$ cat src/rtl/tpg_pkg.sv
package tpg_pkg;

    // register map, byte offsets
    localparam int ADDR_W = 5;
    localparam logic [ADDR_W-1:0] OFF_CFG  = 5'h00;
    localparam logic [ADDR_W-1:0] OFF_HIGH = 5'h14;
    localparam logic [ADDR_W-1:0] OFF_LOW  = 5'h18;

    // configuration word layout: [5:3] action, [2] sync, [1] polarity, [0] domain
    localparam int ACT_W = 3;
    localparam int CFG_W = ACT_W + 3;
    localparam logic [ACT_W-1:0] ACT_CLOCK = 3'd1;

    typedef struct packed {
        logic [ACT_W-1:0] action;
        logic             sync;
        logic             pol;
        logic             dom;
    } pin_cfg_t;

    typedef enum logic [1:0] {
        ST_IDLE  = 2'd0,
        ST_DELAY = 2'd1,
        ST_HIGH  = 2'd2,
        ST_DONE  = 2'd3
    } pulse_state_e;

    function automatic logic cfg_enabled(input pin_cfg_t c);
        return (c.action == ACT_CLOCK) && c.sync;
    endfunction

endpackage

$ cat src/rtl/tpg_tod.sv
module tpg_tod #(
    parameter int NS_PER_SEC = 1_000_000_000,
    parameter int NS_INC     = 4,
    parameter int SEC_W      = 32,
    localparam int NS_W      = $clog2(NS_PER_SEC)
) (
    input  logic             clk,
    input  logic             rst,
    output logic [SEC_W-1:0] tod_sec,
    output logic [NS_W-1:0]  tod_ns,
    output logic [NS_W-1:0]  nxt_ns,
    output logic             roll
);

    localparam logic [NS_W:0] STEP  = (NS_W+1)'(NS_INC);
    localparam logic [NS_W:0] LIMIT = (NS_W+1)'(NS_PER_SEC);

    logic [NS_W:0] sum;

    always_comb begin
        sum  = {1'b0, tod_ns} + STEP;
        roll = (sum >= LIMIT);
        if (roll) begin
            nxt_ns = NS_W'(sum - LIMIT);
        end else begin
            nxt_ns = sum[NS_W-1:0];
        end
    end

    always_ff @(posedge clk) begin
        if (rst) begin
            tod_ns  <= '0;
            tod_sec <= '0;
        end else begin
            tod_ns <= nxt_ns;
            if (roll) begin
                tod_sec <= tod_sec + 1'b1;
            end
        end
    end

endmodule

$ cat src/rtl/tpg_regs.sv
module tpg_regs
    import tpg_pkg::*;
#(
    parameter int DW       = 32,
    parameter int HIGH_RST = 1000,
    parameter int LOW_RST  = 0
) (
    input  logic              clk,
    input  logic              rst,
    input  logic              wr_en,
    input  logic [ADDR_W-1:0] wr_addr,
    input  logic [DW-1:0]     wr_data,
    input  logic [ADDR_W-1:0] rd_addr,
    output logic [DW-1:0]     rd_data,
    input  logic              roll,
    output pin_cfg_t          live_cfg,
    output logic [DW-1:0]     live_high,
    output logic [DW-1:0]     live_low,
    output pin_cfg_t          act_cfg,
    output logic [DW-1:0]     act_high,
    output logic [DW-1:0]     act_low
);

    localparam logic [DW-1:0] HIGH_INIT = DW'(HIGH_RST);
    localparam logic [DW-1:0] LOW_INIT  = DW'(LOW_RST);

    // software-visible copies
    always_ff @(posedge clk) begin
        if (rst) begin
            live_cfg  <= '0;
            live_high <= HIGH_INIT;
            live_low  <= LOW_INIT;
        end else if (wr_en) begin
            unique case (wr_addr)
                OFF_CFG:  live_cfg  <= pin_cfg_t'(wr_data[CFG_W-1:0]);
                OFF_HIGH: live_high <= wr_data;
                OFF_LOW:  live_low  <= wr_data;
                default:  ;
            endcase
        end
    end

    // copies used by the sequencer, refreshed only at a rollover
    always_ff @(posedge clk) begin
        if (rst) begin
            act_cfg  <= '0;
            act_high <= HIGH_INIT;
            act_low  <= LOW_INIT;
        end else if (roll) begin
            act_cfg  <= live_cfg;
            act_high <= live_high;
            act_low  <= live_low;
        end
    end

    always_comb begin
        rd_data = '0;
        unique case (rd_addr)
            OFF_CFG:  rd_data[CFG_W-1:0] = live_cfg;
            OFF_HIGH: rd_data = live_high;
            OFF_LOW:  rd_data = live_low;
            default:  rd_data = '0;
        endcase
    end

endmodule

$ cat src/rtl/tpg_pulse_fsm.sv
module tpg_pulse_fsm
    import tpg_pkg::*;
#(
    parameter int DW   = 32,
    parameter int NS_W = 30
) (
    input  logic            clk,
    input  logic            rst,
    input  logic            roll,
    input  logic [NS_W-1:0] nxt_ns,
    input  pin_cfg_t        live_cfg,
    input  logic [DW-1:0]   live_high,
    input  logic [DW-1:0]   live_low,
    input  pin_cfg_t        act_cfg,
    input  logic [DW-1:0]   act_high,
    input  logic [DW-1:0]   act_low,
    output logic            pulse_out
);

    pulse_state_e state, state_nxt;
    logic [DW:0]  tick_ns;
    logic [DW:0]  act_stop;
    logic         unused_dom;

    assign unused_dom = live_cfg.dom ^ act_cfg.dom;

    // where a tick falls inside the window of the given settings
    function automatic pulse_state_e place(
        input logic [DW:0]   t,
        input pin_cfg_t      c,
        input logic [DW-1:0] hi,
        input logic [DW-1:0] lo
    );
        logic [DW:0] stop;
        stop = {1'b0, lo} + {1'b0, hi};
        if (!cfg_enabled(c) || (hi == '0)) begin
            return ST_IDLE;
        end else if (t < {1'b0, lo}) begin
            return ST_DELAY;
        end else if (t < stop) begin
            return ST_HIGH;
        end else begin
            return ST_DONE;
        end
    endfunction

    always_comb begin
        tick_ns  = (DW+1)'(nxt_ns);
        act_stop = {1'b0, act_low} + {1'b0, act_high};
    end

    // next state
    always_comb begin
        state_nxt = state;
        if (roll) begin
            // T_ROLL: new second, new settings
            state_nxt = place(tick_ns, live_cfg, live_high, live_low);
        end else begin
            unique case (state)
                ST_IDLE:  state_nxt = ST_IDLE;
                ST_DELAY: begin
                    if (tick_ns >= act_stop) begin
                        state_nxt = ST_DONE;           // T_SKIP
                    end else if (tick_ns >= {1'b0, act_low}) begin
                        state_nxt = ST_HIGH;           // T_START
                    end
                end
                ST_HIGH: begin
                    if (tick_ns >= act_stop) begin
                        state_nxt = ST_DONE;           // T_END
                    end
                end
                ST_DONE:  state_nxt = ST_DONE;
                default:  state_nxt = ST_IDLE;
            endcase
        end
    end

    // state register
    always_ff @(posedge clk) begin
        if (rst) begin
            state <= ST_IDLE;
        end else begin
            state <= state_nxt;
        end
    end

    // outputs
    always_comb begin
        pulse_out = act_cfg.pol;
        unique case (state)
            ST_HIGH:  pulse_out = ~act_cfg.pol;
            ST_IDLE,
            ST_DELAY,
            ST_DONE:  pulse_out = act_cfg.pol;
            default:  pulse_out = act_cfg.pol;
        endcase
    end

endmodule

$ cat src/rtl/tod_pulse_gen.sv
module tod_pulse_gen
    import tpg_pkg::*;
#(
    parameter int NS_PER_SEC = 1_000_000_000,
    parameter int NS_INC     = 4,
    parameter int SEC_W      = 32,
    parameter int DW         = 32,
    parameter int HIGH_RST   = 1000,
    parameter int LOW_RST    = 0,
    localparam int NS_W      = $clog2(NS_PER_SEC)
) (
    input  logic              clk,
    input  logic              rst,
    input  logic              wr_en,
    input  logic [ADDR_W-1:0] wr_addr,
    input  logic [DW-1:0]     wr_data,
    input  logic [ADDR_W-1:0] rd_addr,
    output logic [DW-1:0]     rd_data,
    output logic [SEC_W-1:0]  tod_sec,
    output logic [NS_W-1:0]   tod_ns,
    output logic              pulse_out
);

    logic            roll;
    logic [NS_W-1:0] nxt_ns;
    pin_cfg_t        live_cfg, act_cfg;
    logic [DW-1:0]   live_high, live_low, act_high, act_low;

    tpg_tod #(
        .NS_PER_SEC(NS_PER_SEC),
        .NS_INC    (NS_INC),
        .SEC_W     (SEC_W)
    ) u_tod (
        .clk    (clk),
        .rst    (rst),
        .tod_sec(tod_sec),
        .tod_ns (tod_ns),
        .nxt_ns (nxt_ns),
        .roll   (roll)
    );

    tpg_regs #(
        .DW      (DW),
        .HIGH_RST(HIGH_RST),
        .LOW_RST (LOW_RST)
    ) u_regs (
        .clk      (clk),
        .rst      (rst),
        .wr_en    (wr_en),
        .wr_addr  (wr_addr),
        .wr_data  (wr_data),
        .rd_addr  (rd_addr),
        .rd_data  (rd_data),
        .roll     (roll),
        .live_cfg (live_cfg),
        .live_high(live_high),
        .live_low (live_low),
        .act_cfg  (act_cfg),
        .act_high (act_high),
        .act_low  (act_low)
    );

    tpg_pulse_fsm #(
        .DW  (DW),
        .NS_W(NS_W)
    ) u_fsm (
        .clk      (clk),
        .rst      (rst),
        .roll     (roll),
        .nxt_ns   (nxt_ns),
        .live_cfg (live_cfg),
        .live_high(live_high),
        .live_low (live_low),
        .act_cfg  (act_cfg),
        .act_high (act_high),
        .act_low  (act_low),
        .pulse_out(pulse_out)
    );

endmodule

$ cat config.mk
export PLATFORM = sky130hd
export DESIGN_NAME = tod_pulse_gen
export DESIGN_NICKNAME = d
export VERILOG_FILES = /design/src/rtl/tpg_pkg.sv /design/src/rtl/tpg_tod.sv /design/src/rtl/tpg_regs.sv /design/src/rtl/tpg_pulse_fsm.sv /design/src/rtl/tod_pulse_gen.sv
export SDC_FILE = /design/constraint.sdc
export NUM_CORES = 1
export LEC_CHECK = 0
export BUFFER_PORTS_ARGS = -buffer_cell sky130_fd_sc_hd__clkbuf_2
export CORE_MARGIN = 10
export CORE_UTILIZATION = 60
export DETAILED_ROUTE_END_ITERATION = 8
export GPL_TIMING_DRIVEN = 0
export PLACE_DENSITY = 0.81
export SLEW_MARGIN = 20
export SYNTH_ARGS = -nofsm -noshare
export SYNTH_HDL_FRONTEND = slang
export SYNTH_SLANG_ARGS = --single-unit
$ cat constraint.sdc
create_clock -name clk -period 11.62 [get_ports clk]
set_clock_uncertainty 0.15 [all_clocks]
set_input_delay 1.162 -clock clk [delete_from_list [all_inputs] [get_ports clk]]
set_output_delay 1.162 -clock clk [all_outputs]
set_load 0.02 [all_outputs]
# == Yosys cells after proc, flatten, opt, wreduce, memory -nomap -nowiden ==
# Cells that the tools add are included.
# classes
reduce_logical,12
magnitude_cmp,5
add_sub_neg,5
muxes,12
n_bitwise,1
n_eq_ne,10
# ops
operator,count
32-bit by 32-bit adder with 33-bit output,2
26-bit case mux with 2 select lines,1
30-bit by 33-bit greater-or-equal comparator with 1-bit output,1
30-bit by 33-bit < comparator with 1-bit output,1
32-bit by 1-bit adder with 32-bit output (second input constant),1
30-bit by 32-bit greater-or-equal comparator with 1-bit output,1
32-bit zero test,1
30-bit by 32-bit < comparator with 1-bit output,1
30-bit by 3-bit adder with 31-bit output (second input constant),1
31-bit by 30-bit greater-or-equal comparator with 1-bit output (second input constant),1
30-bit 2-to-1 mux,1
30-bit subtractor (second input constant),1
5-bit equality test (second input constant),4
6-bit case mux with 3 select lines,1
2-bit 2-to-1 mux,6
5-bit zero test,2
2-bit case mux with 4 select lines,1
2-bit AND reduction,4
2-bit equality test (second input constant),2
4-bit by 2-bit inequality test with 1-bit output (second input constant),1
3-bit by 1-bit equality test with 1-bit output (second input constant),1
3-bit by 2-bit inequality test with 1-bit output (second input constant),1
3-bit OR reduction,1
2-bit by 1-bit equality test with 1-bit output (second input constant),1
other kinds (7),7
# word_totals
regBits,199
inputBits,45
wordCells,57
output_inout_bits,95

# == Longest topological paths before layout ==
# Gate-level depths: netlist (run 1).
# logic_depth
ltp_word,8
mapped_depth,29
ltp_nobuf,26

# == Cells and area by module ==
# A second synthesis (run 1) with hierarchy kept.
# unflattened
cells_unflattened,1889
hier_area_um2,15725.1
# modules_own_cells
module,seq_area_each_um2,cells_per_inst,area_each_um2,instances
tpg_pulse_fsm,40.0,833,6183.4,1
tpg_regs,2802.7,590,5720.5,1
tpg_tod,1201.2,466,3821.2,1

# == Least setup slack after synthesis (run 1) ==
# Ideal clock, no wire load.
# synth_path
path_kind,register to register
startpoint,reg u_tod.tod_ns[2]
endpoint,reg u_fsm.state[0]
t_required_ns,11.379
path_stages_with_launch,30
path_buffers,4
synth_period_minus_slack_ns,5.640
setup_slack_ns,5.980
arrival_ns,5.399
setup_time_ns,0.091
cell_sequence,dfxtp_1 > ha_1 > and4_1 > buf_2 > buf_2 > nand4_1 > xor2_1 > ha_1 > a21oi_1 > a21oi_1 > o21ai_1 > o21a_1 > buf_4 > clkbuf_1 > nand2_1 > xor2_1 > ha_1 > a21o_1 > a21o_1 > a21o_1 > a21oi_1 > nor2b_1 > o21ai_0 > nand2b_1 > a21oi_1 > o32ai_1 > a221oi_1 > a22oi_1 > o21a_1 > a311oi_1
# synth_via
elab_chain_cells,8
word_cells_on_any_way,17
classes_between,2 x add/sub; 5 x order compare; 2 x eq/ne; 7 x mux; 1 x reduce/logical
# synth_lines
element,line_no,text
"start, declared",tpg_tod.sv:10,"output logic [NS_W-1:0] tod_ns,"
"start signal, assigned",tpg_tod.sv:35,tod_ns <= nxt_ns;
30-bit by 3-bit adder with 31-bit output *,tpg_tod.sv:21,"sum = {1'b0, tod_ns} + STEP;"
30-bit subtractor / 31-bit by 30-bit greater-or-equal comparator with 1-bit output (equally long branches),"tpg_tod.sv:24, tpg_tod.sv:22",
30-bit 2-to-1 mux *,tpg_tod.sv:23,if (roll) begin
named net nxt_ns[17],tod_pulse_gen.sv:25,logic [NS_W-1:0] nxt_ns;
30-bit by 33-bit < comparator with 1-bit output,tpg_pulse_fsm.sv:40,end else if (t < stop) begin
1-bit 2-to-1 mux,tpg_pulse_fsm.sv:40,
2-bit 2-to-1 mux,tpg_pulse_fsm.sv:38,"end else if (t < {1'b0, lo}) begin"
2-bit 2-to-1 mux,tpg_pulse_fsm.sv:36,if (!cfg_enabled(c) || (hi == '0)) begin
2-bit 2-to-1 mux,tpg_pulse_fsm.sv:55,if (roll) begin
"end signal, assigned",tpg_pulse_fsm.sv:84,state <= state_nxt;
"end, declared",tpg_pulse_fsm.sv:20,"pulse_state_e state, state_nxt;"
# Mark *: on every way through the listed nets, which the timed path passes. The rest lies on a longest branch.
# A chain may end at the register's enable or synchronous reset.

# == Worst setup path in the final report (run 1) ==
# Ends and elaborated chain as after synthesis.

==> out/results.ini, run 1 <==
[outcome]
status=finished, final reports clean

[placement]
dpl.hpwl_mm=33.7
gp_congestion=0.962
io_buffers=136

[logic_synthesis]
ys_seq_area_frac=0.274
netlist_instances=1785
synth_warnings=0
synth_commonest_cells=dfxtp_1, nand2_1, ha_1
synth_ff_type=dfxtp_1
yosys.cell_types.count=82
syn_area_sq_um=14400
async_reset_ff_frac=0
synth_edf_count=0
ys_ff_latch=197
yosysTopAreaCell=dfxtp_1
yosys-top-cells-area=dfxtp_1, ha_1, a21oi_1
synth_top_area_share=0.274
avgSynthCellArea_sq_um=8.05

[drt]
wl_per_cell_microns=19.0
drt-pass1-iter-count=6
route.detailed.drc=0
ant_nets=0
drtIter0Drc=1398
vias_per_cell=6.12
route.vias.total=13911
wirelength_mm=43.1

[pwr]
ir_worst_vdd_v=0.000112
powerDensity_nw_per_um2=85.0
p_leak_nw=7.21

[grt]
grt_antenna_before_repair=0
grt_pass1_vias=13382
grt_overflow=0
grt_max_degree=21
track_usage=0.269
grt_first_pass_wirelength_mm=68.1

[sta]
setup_tns_ps=0
period_needed_ps=7430
rsz0062_at_grt=no
fmax_mhz=135
finalSetupViolCount=0
hold_viol=0
worst_pin_slew_ps=968
timing.hold.ws_ps=361
min_period_over_period=0.639
maxSlewViolCount=0
slew_headroom=0.350

[critical_path]
cp_common_cell=a21o_1
crit_start=u_tod.tod_ns[2]$_SDFF_PP0_
reg2reg_slack_ps=4190
rr_worst_depth=25
worstSetupPathType=reg -> reg
required_ps=11830
startpoint_type=flop
worstPathMaxFanout=10
cp_top_family=compound AO/OA/AOI/OAI gates
crit_arrival_ps=7640
end_kind=flop
crit_path_top_delay_cell=clkbuf_1
critPathMaxStageDelay_ps=700
rr_endpoint=u_fsm.state[0]$_SDFFE_PP0P_
r2r-start=u_tod.tod_ns[2]$_SDFF_PP0_
critPathBufInv=2
crit_path_end=u_fsm.state[0]$_SDFFE_PP0P_
crit_cells=25

[cts]
cts_tree=built
clockBufferDepth=2
ctsHtreeMaxLevel=4
ctsHoldBuffers=0
cts-root-buf=clkbuf_16
numClockSinks=197
insertion_delay_ps=460
cts_resized=0
cts_inserted_buffers=17
clk_pin_slew_worst_paths_ps=80
post-cts-setup-buffers=0

[floorplan]
chipHeight_microns=175
num_io_pins=140
core_area_sq_um=23500
die_area_sq_um=30500
core.rowCount=56
start_util=0.610
die_width_microns=175

[layout]
multi_input_area_sq_um=9770
n_antenna_cell=0
area_growth_pct=11.8
nets=2161
nFillCells=1968
drive_gt1_frac=0.107
seqCellArea_sq_um=3940

[min_path]
hp-class=reg -> reg

[run]
cap_violations=0

==> layout by cell type (no fill, tap or decap), types with 9 or more instances in the layout <==
cell type,Yosys,routed
a211o_1,9,9
a211oi_1,10,10
a21o_1,35,35
a21oi_1,154,154
a22o_1,27,27
a31oi_1,9,9
and2_1,13,13
and3_1,24,24
buf_2,11,11
clkbuf_1,52,52
clkbuf_16,0,17
clkbuf_2,0,136
dfxtp_1,197,197
ha_1,173,173
inv_1,99,99
mux2i_1,66,66
nand2_1,197,197
nand2b_1,22,22
nand3_1,39,39
nand3b_1,10,10
nand4_1,33,33
nor2_1,166,166
nor2b_1,37,37
nor3_1,29,29
nor4_1,16,15
o21a_1,24,24
o21ai_0,69,69
o21bai_1,11,11
or3_1,18,18
xnor2_1,61,61
xor2_1,54,54
==> through the flow <==
step	cell area, sq um	util	power (mW)	setup WS [ps]	cells
floorplan	14400	-	0.743	5980	1786
global placement	15500	0.656	0.771	4570	2241
detailed placement	15500	0.656	0.773	4480	2241
CTS	16100	0.682	1.36	4420	2273
global route	16100	0.682	1.40	3840	2273
finish	16100	0.682	1.37	4190	2273
==> registers in the layout (all words and copies together), names as in the netlist <==
signal / flops
u_regs.live_cfg: 6
u_tod.tod_sec: 32
u_regs.act_cfg: 1
u_fsm.state: 2
u_regs.live_high: 32
u_regs.act_low: 32
u_regs.act_high: 32
u_tod.tod_ns: 28
u_regs.live_low: 32
==> routing by layer <==
layer / routed length, microns / global-route usage / part of all wire / up-vias
met5: 0 / 0 / 0 / -
met3: 3830 / 0.0601 / 0.089 / 89
li1: - / - / - / 6678
met4: 1200 / 0.0908 / 0.028 / 0
met1: 18500 / 0.337 / 0.43 / 6549
met2: 19600 / 0.448 / 0.45 / 595
==> cells by family (layout without fill, tap and decap cells) <==
logic type / Yosys count / count (layout) / share of synthesized area
simple gates: 640 / 640 / 0.217
compound gates: 417 / 417 / 0.188
flops: 197 / 197 / 0.274
fa+ha+maj: 179 / 179 / 0.156
buf+inv: 168 / 336 / 0.0461
xor+xnor: 116 / 116 / 0.0712
mux: 67 / 67 / 0.0469
other cells: 1 / 2 / 0.000261
==> power by group <==
| part | internal [mW] | total [mW] | switching, mW |
|---|---|---|---|
| Clock | 0.295 | 0.607 | 0.312 |
| Combinational | 0.0288 | 0.0762 | 0.0474 |
| Sequential | 0.677 | 0.683 | 0.00547 |
| Total | 1.00 | 1.37 | 0.365 |
==> worst min-delay path by stage <==
stage / from / endpoint / depth (start not counted)
after detailed placement: u_tod.tod_sec[25]$_SDFFE_PP0N_ / u_tod.tod_sec[25]$_SDFFE_PP0N_ / 2
final: u_tod.tod_sec[25]$_SDFFE_PP0N_ / u_tod.tod_sec[25]$_SDFFE_PP0N_ / 2
after floorplan: u_regs.live_cfg[0]$_SDFFE_PP0P_ / u_regs.live_cfg[0]$_SDFFE_PP0P_ / 2
after CTS: u_tod.tod_sec[25]$_SDFFE_PP0N_ / u_tod.tod_sec[25]$_SDFFE_PP0N_ / 2
after global placement: u_tod.tod_sec[31]$_SDFFE_PP0N_ / u_tod.tod_sec[31]$_SDFFE_PP0N_ / 2
after global routing: u_tod.tod_sec[12]$_SDFFE_PP0N_ / u_tod.tod_sec[12]$_SDFFE_PP0N_ / 2
==> worst register-to-register path, cell delays in order (launching register included) <==
cell      delay, ps
dfxtp_1         600
ha_1            400
nand4_1         390
nor4_1          530
a211oi_1        110
or4_1           610
o41ai_2         400
o21a_1          170
buf_4           220
clkbuf_1        700
nand2_1         160
xor2_1          510
ha_1            360
a21o_1          170
a21o_1          180
a21o_1          170
a21oi_1         140
nor2b_1          50
o21ai_0         140
nand2b_1         80
a21oi_1         150
o32ai_1         140
a221oi_1        310
a22oi_1         120
o21a_1          140
a311oi_1        240
==> cell type report <==
type                       count  share of cell area
multi-input combinational   1421               0.608
clock buffer                  18              0.0273
tap                          319              0.0248
inverter                      99              0.0231
timing repair buffer         136              0.0424
clock inverter                14              0.0102
sequential                   197               0.246
buffer                        69              0.0181
Power figures use the tool's default switching activity.
==> run 2, diff against run 1 <==
==> constraint.sdc (replaced) <==
create_clock -name clk -period 7.1 [get_ports clk]
set_clock_uncertainty 0.15 [all_clocks]
set_input_delay 0.71 -clock clk [delete_from_list [all_inputs] [get_ports clk]]
set_output_delay 0.71 -clock clk [all_outputs]
set_load 0.02 [all_outputs]
==> run 2 against run 1 <==
- clock power grew 63%
- core utilization grew 0.10 points
- register-to-register slack got worse by 3700 ps
- largest power group unchanged
- highest routed layer unchanged
==> out/results.ini, run 2 (synthesis results as in run 1) <==
[layout]
fin_cells=2272  ; -0.044%
postLayoutCoreUtil=0.683  ; +0.00101
drive_gt1_frac=0.110  ; +0.00261
n_antenna_cell=0  ; unchanged
area_growth_pct=11.9
nets=2160  ; -0.046%
nFillCells=1964  ; -0.20%
final_cell_mix=nand2_1, dfxtp_1, ha_1

[drt]
drt-pass1-iter-count=6  ; unchanged
wirelength_mm=43.0  ; -0.35%
drtIter0Drc=1294  ; -7.4%
m1WireLength_mm=18.1  ; -2.3%
route.vias.total=13880  ; -0.22%
vias_per_cell=6.11  ; -0.18%
routed.top_layer=met4
route.detailed.drc=0  ; unchanged
met3_length_mm=4.12  ; +7.6%
ant_nets=0  ; unchanged
wl_met2_mm=19.6  ; +0.14%
wl_per_cell_microns=18.9  ; -0.31%

[floorplan]
die_width_microns=175  ; unchanged
start_util=0.610  ; unchanged
num_io_pins=140  ; unchanged
core.rowCount=56  ; unchanged
chipHeight_microns=175  ; unchanged
die_area_sq_um=30500  ; unchanged
core_area_sq_um=23500  ; unchanged

[critical_path]
crit_path_top_delay_cell=dfxtp_1
rr_worst_depth=27  ; +8.0%
critPathMaxStageDelay_ps=600  ; -100 ps
startpoint_type=flop
cp_common_cell=a21oi_1
crit_arrival_ps=6830  ; -810 ps
end_kind=flop
worstSetupPathType=reg -> reg
required_ps=7310  ; -4520 ps
worstPathMaxFanout=10  ; unchanged

[sta]
hold_viol=0  ; unchanged
finalSetupViolCount=0  ; unchanged
timing.final.ws_setup_ps=477  ; -3710 ps
timing.hold.ws_ps=336  ; -25.0 ps
rsz0062_at_grt=no
slew_headroom=0.356  ; +0.00680
setup_tns_ps=0  ; unchanged
min_period_over_period=0.933  ; +0.293
period_needed_ps=6620  ; -808 ps
fmax_mhz=151  ; +12%
worst_pin_slew_ps=957  ; -10.1 ps
maxSlewViolCount=0  ; unchanged

[placement]
io_buffers=136  ; unchanged
place_ws_ps=-36.4  ; -4520 ps
dp.cells=2241  ; unchanged
gp_congestion=0.962  ; unchanged
dpl.hpwl_mm=33.7  ; unchanged

[pwr]
powerDensity_nw_per_um2=139  ; +63%
ir_worst_vdd_v=0.000182  ; +64%
p_leak_nw=7.22  ; +0.21%

[grt]
grt_first_pass_wirelength_mm=67.9  ; -0.30%
grt_max_degree=21  ; unchanged
track_usage=0.268  ; -0.00123
grt_overflow=0  ; unchanged
grt_pass1_vias=13369  ; -0.097%
grt_antenna_before_repair=0  ; unchanged

[cts]
clk_pin_slew_worst_paths_ps=90  ; about the same
numClockSinks=197  ; unchanged
cts_tree=built
post-cts-setup-buffers=0  ; unchanged
cts-root-buf=clkbuf_16
insertion_delay_ps=460  ; about the same
cts_inserted_buffers=17  ; unchanged
ctsHtreeMaxLevel=4  ; unchanged
clockBufferDepth=2  ; unchanged

[outcome]
status=finished, final reports clean

[min_path]
hp-class=in -> reg
hold_depth=3  ; +1

[run]
cap_violations=0  ; unchanged

run 2: critical path: cells and delay by family, from the launching register on:
| family | cells | cell delay [ps] |
|---|---|---|
| compound gates | 14 | 2810 |
| xor+xnor | 2 | 560 |
| fa+ha+maj | 3 | 960 |
| buf+inv | 2 | 490 |
| flops | 1 | 600 |
| simple gates | 6 | 950 |
run 2: per-layer routing:
metal / vias up / GRT usage
li1: 6676 / -
met5: - / 0
met2: 651 / 0.447
met1: 6471 / 0.335
met4: 0 / 0.0897
met3: 82 / 0.0595
run 2: path summary, 6_finish.rpt:
check,from,to,slack [ps]
setup / recovery,u_tod.tod_ns[2]$_SDFF_PP0_,u_fsm.state[0]$_SDFFE_PP0P_,480
hold / removal,wr_data[29],u_regs.live_low[29]$_SDFFE_PP0P_,340
setup reg to reg,u_tod.tod_ns[2]$_SDFF_PP0_,u_fsm.state[0]$_SDFFE_PP0P_,480
hold reg to reg,u_tod.tod_sec[25]$_SDFFE_PP0N_,u_tod.tod_sec[25]$_SDFFE_PP0N_,360
run 2: power by group:
part | leakage [nW] | switching, mW | internal, mW
combinational | 5.34 | 0.0775 | 0.0471
clock | 0.289 | 0.509 | 0.483
sequential | 1.59 | 0.00900 | 1.11
total | 7.22 | 0.596 | 1.64
run 2: cell type report:
cell class | count | area, sq um | share of cell area
Tap cell | 319 | 399 | 0.0248
Buffer | 68 | 289 | 0.0180
Clock inverter | 14 | 164 | 0.0102
Clock buffer | 18 | 439 | 0.0273
Inverter | 99 | 372 | 0.0231
Timing Repair Buffer | 136 | 681 | 0.0423
Multi-Input combinational cell | 1421 | 9800 | 0.609
Sequential cell | 197 | 3940 | 0.245
run 2: through the flow:
stage          power (mW)  area [sq um]
2_1_floorplan        1.22         14400
3_3_place_gp         1.26         15500
3_5_place_dp         1.27         15500
4_1_cts              2.23         16100
5_1_grt              2.29         16100
6_report             2.23         16100
run 2: what timing repair did:
action                                  4_1_cts  5_1_grt
resized for setup                             0        6
hold buffers                                  0        0
endpoints found under the setup margin        1        2
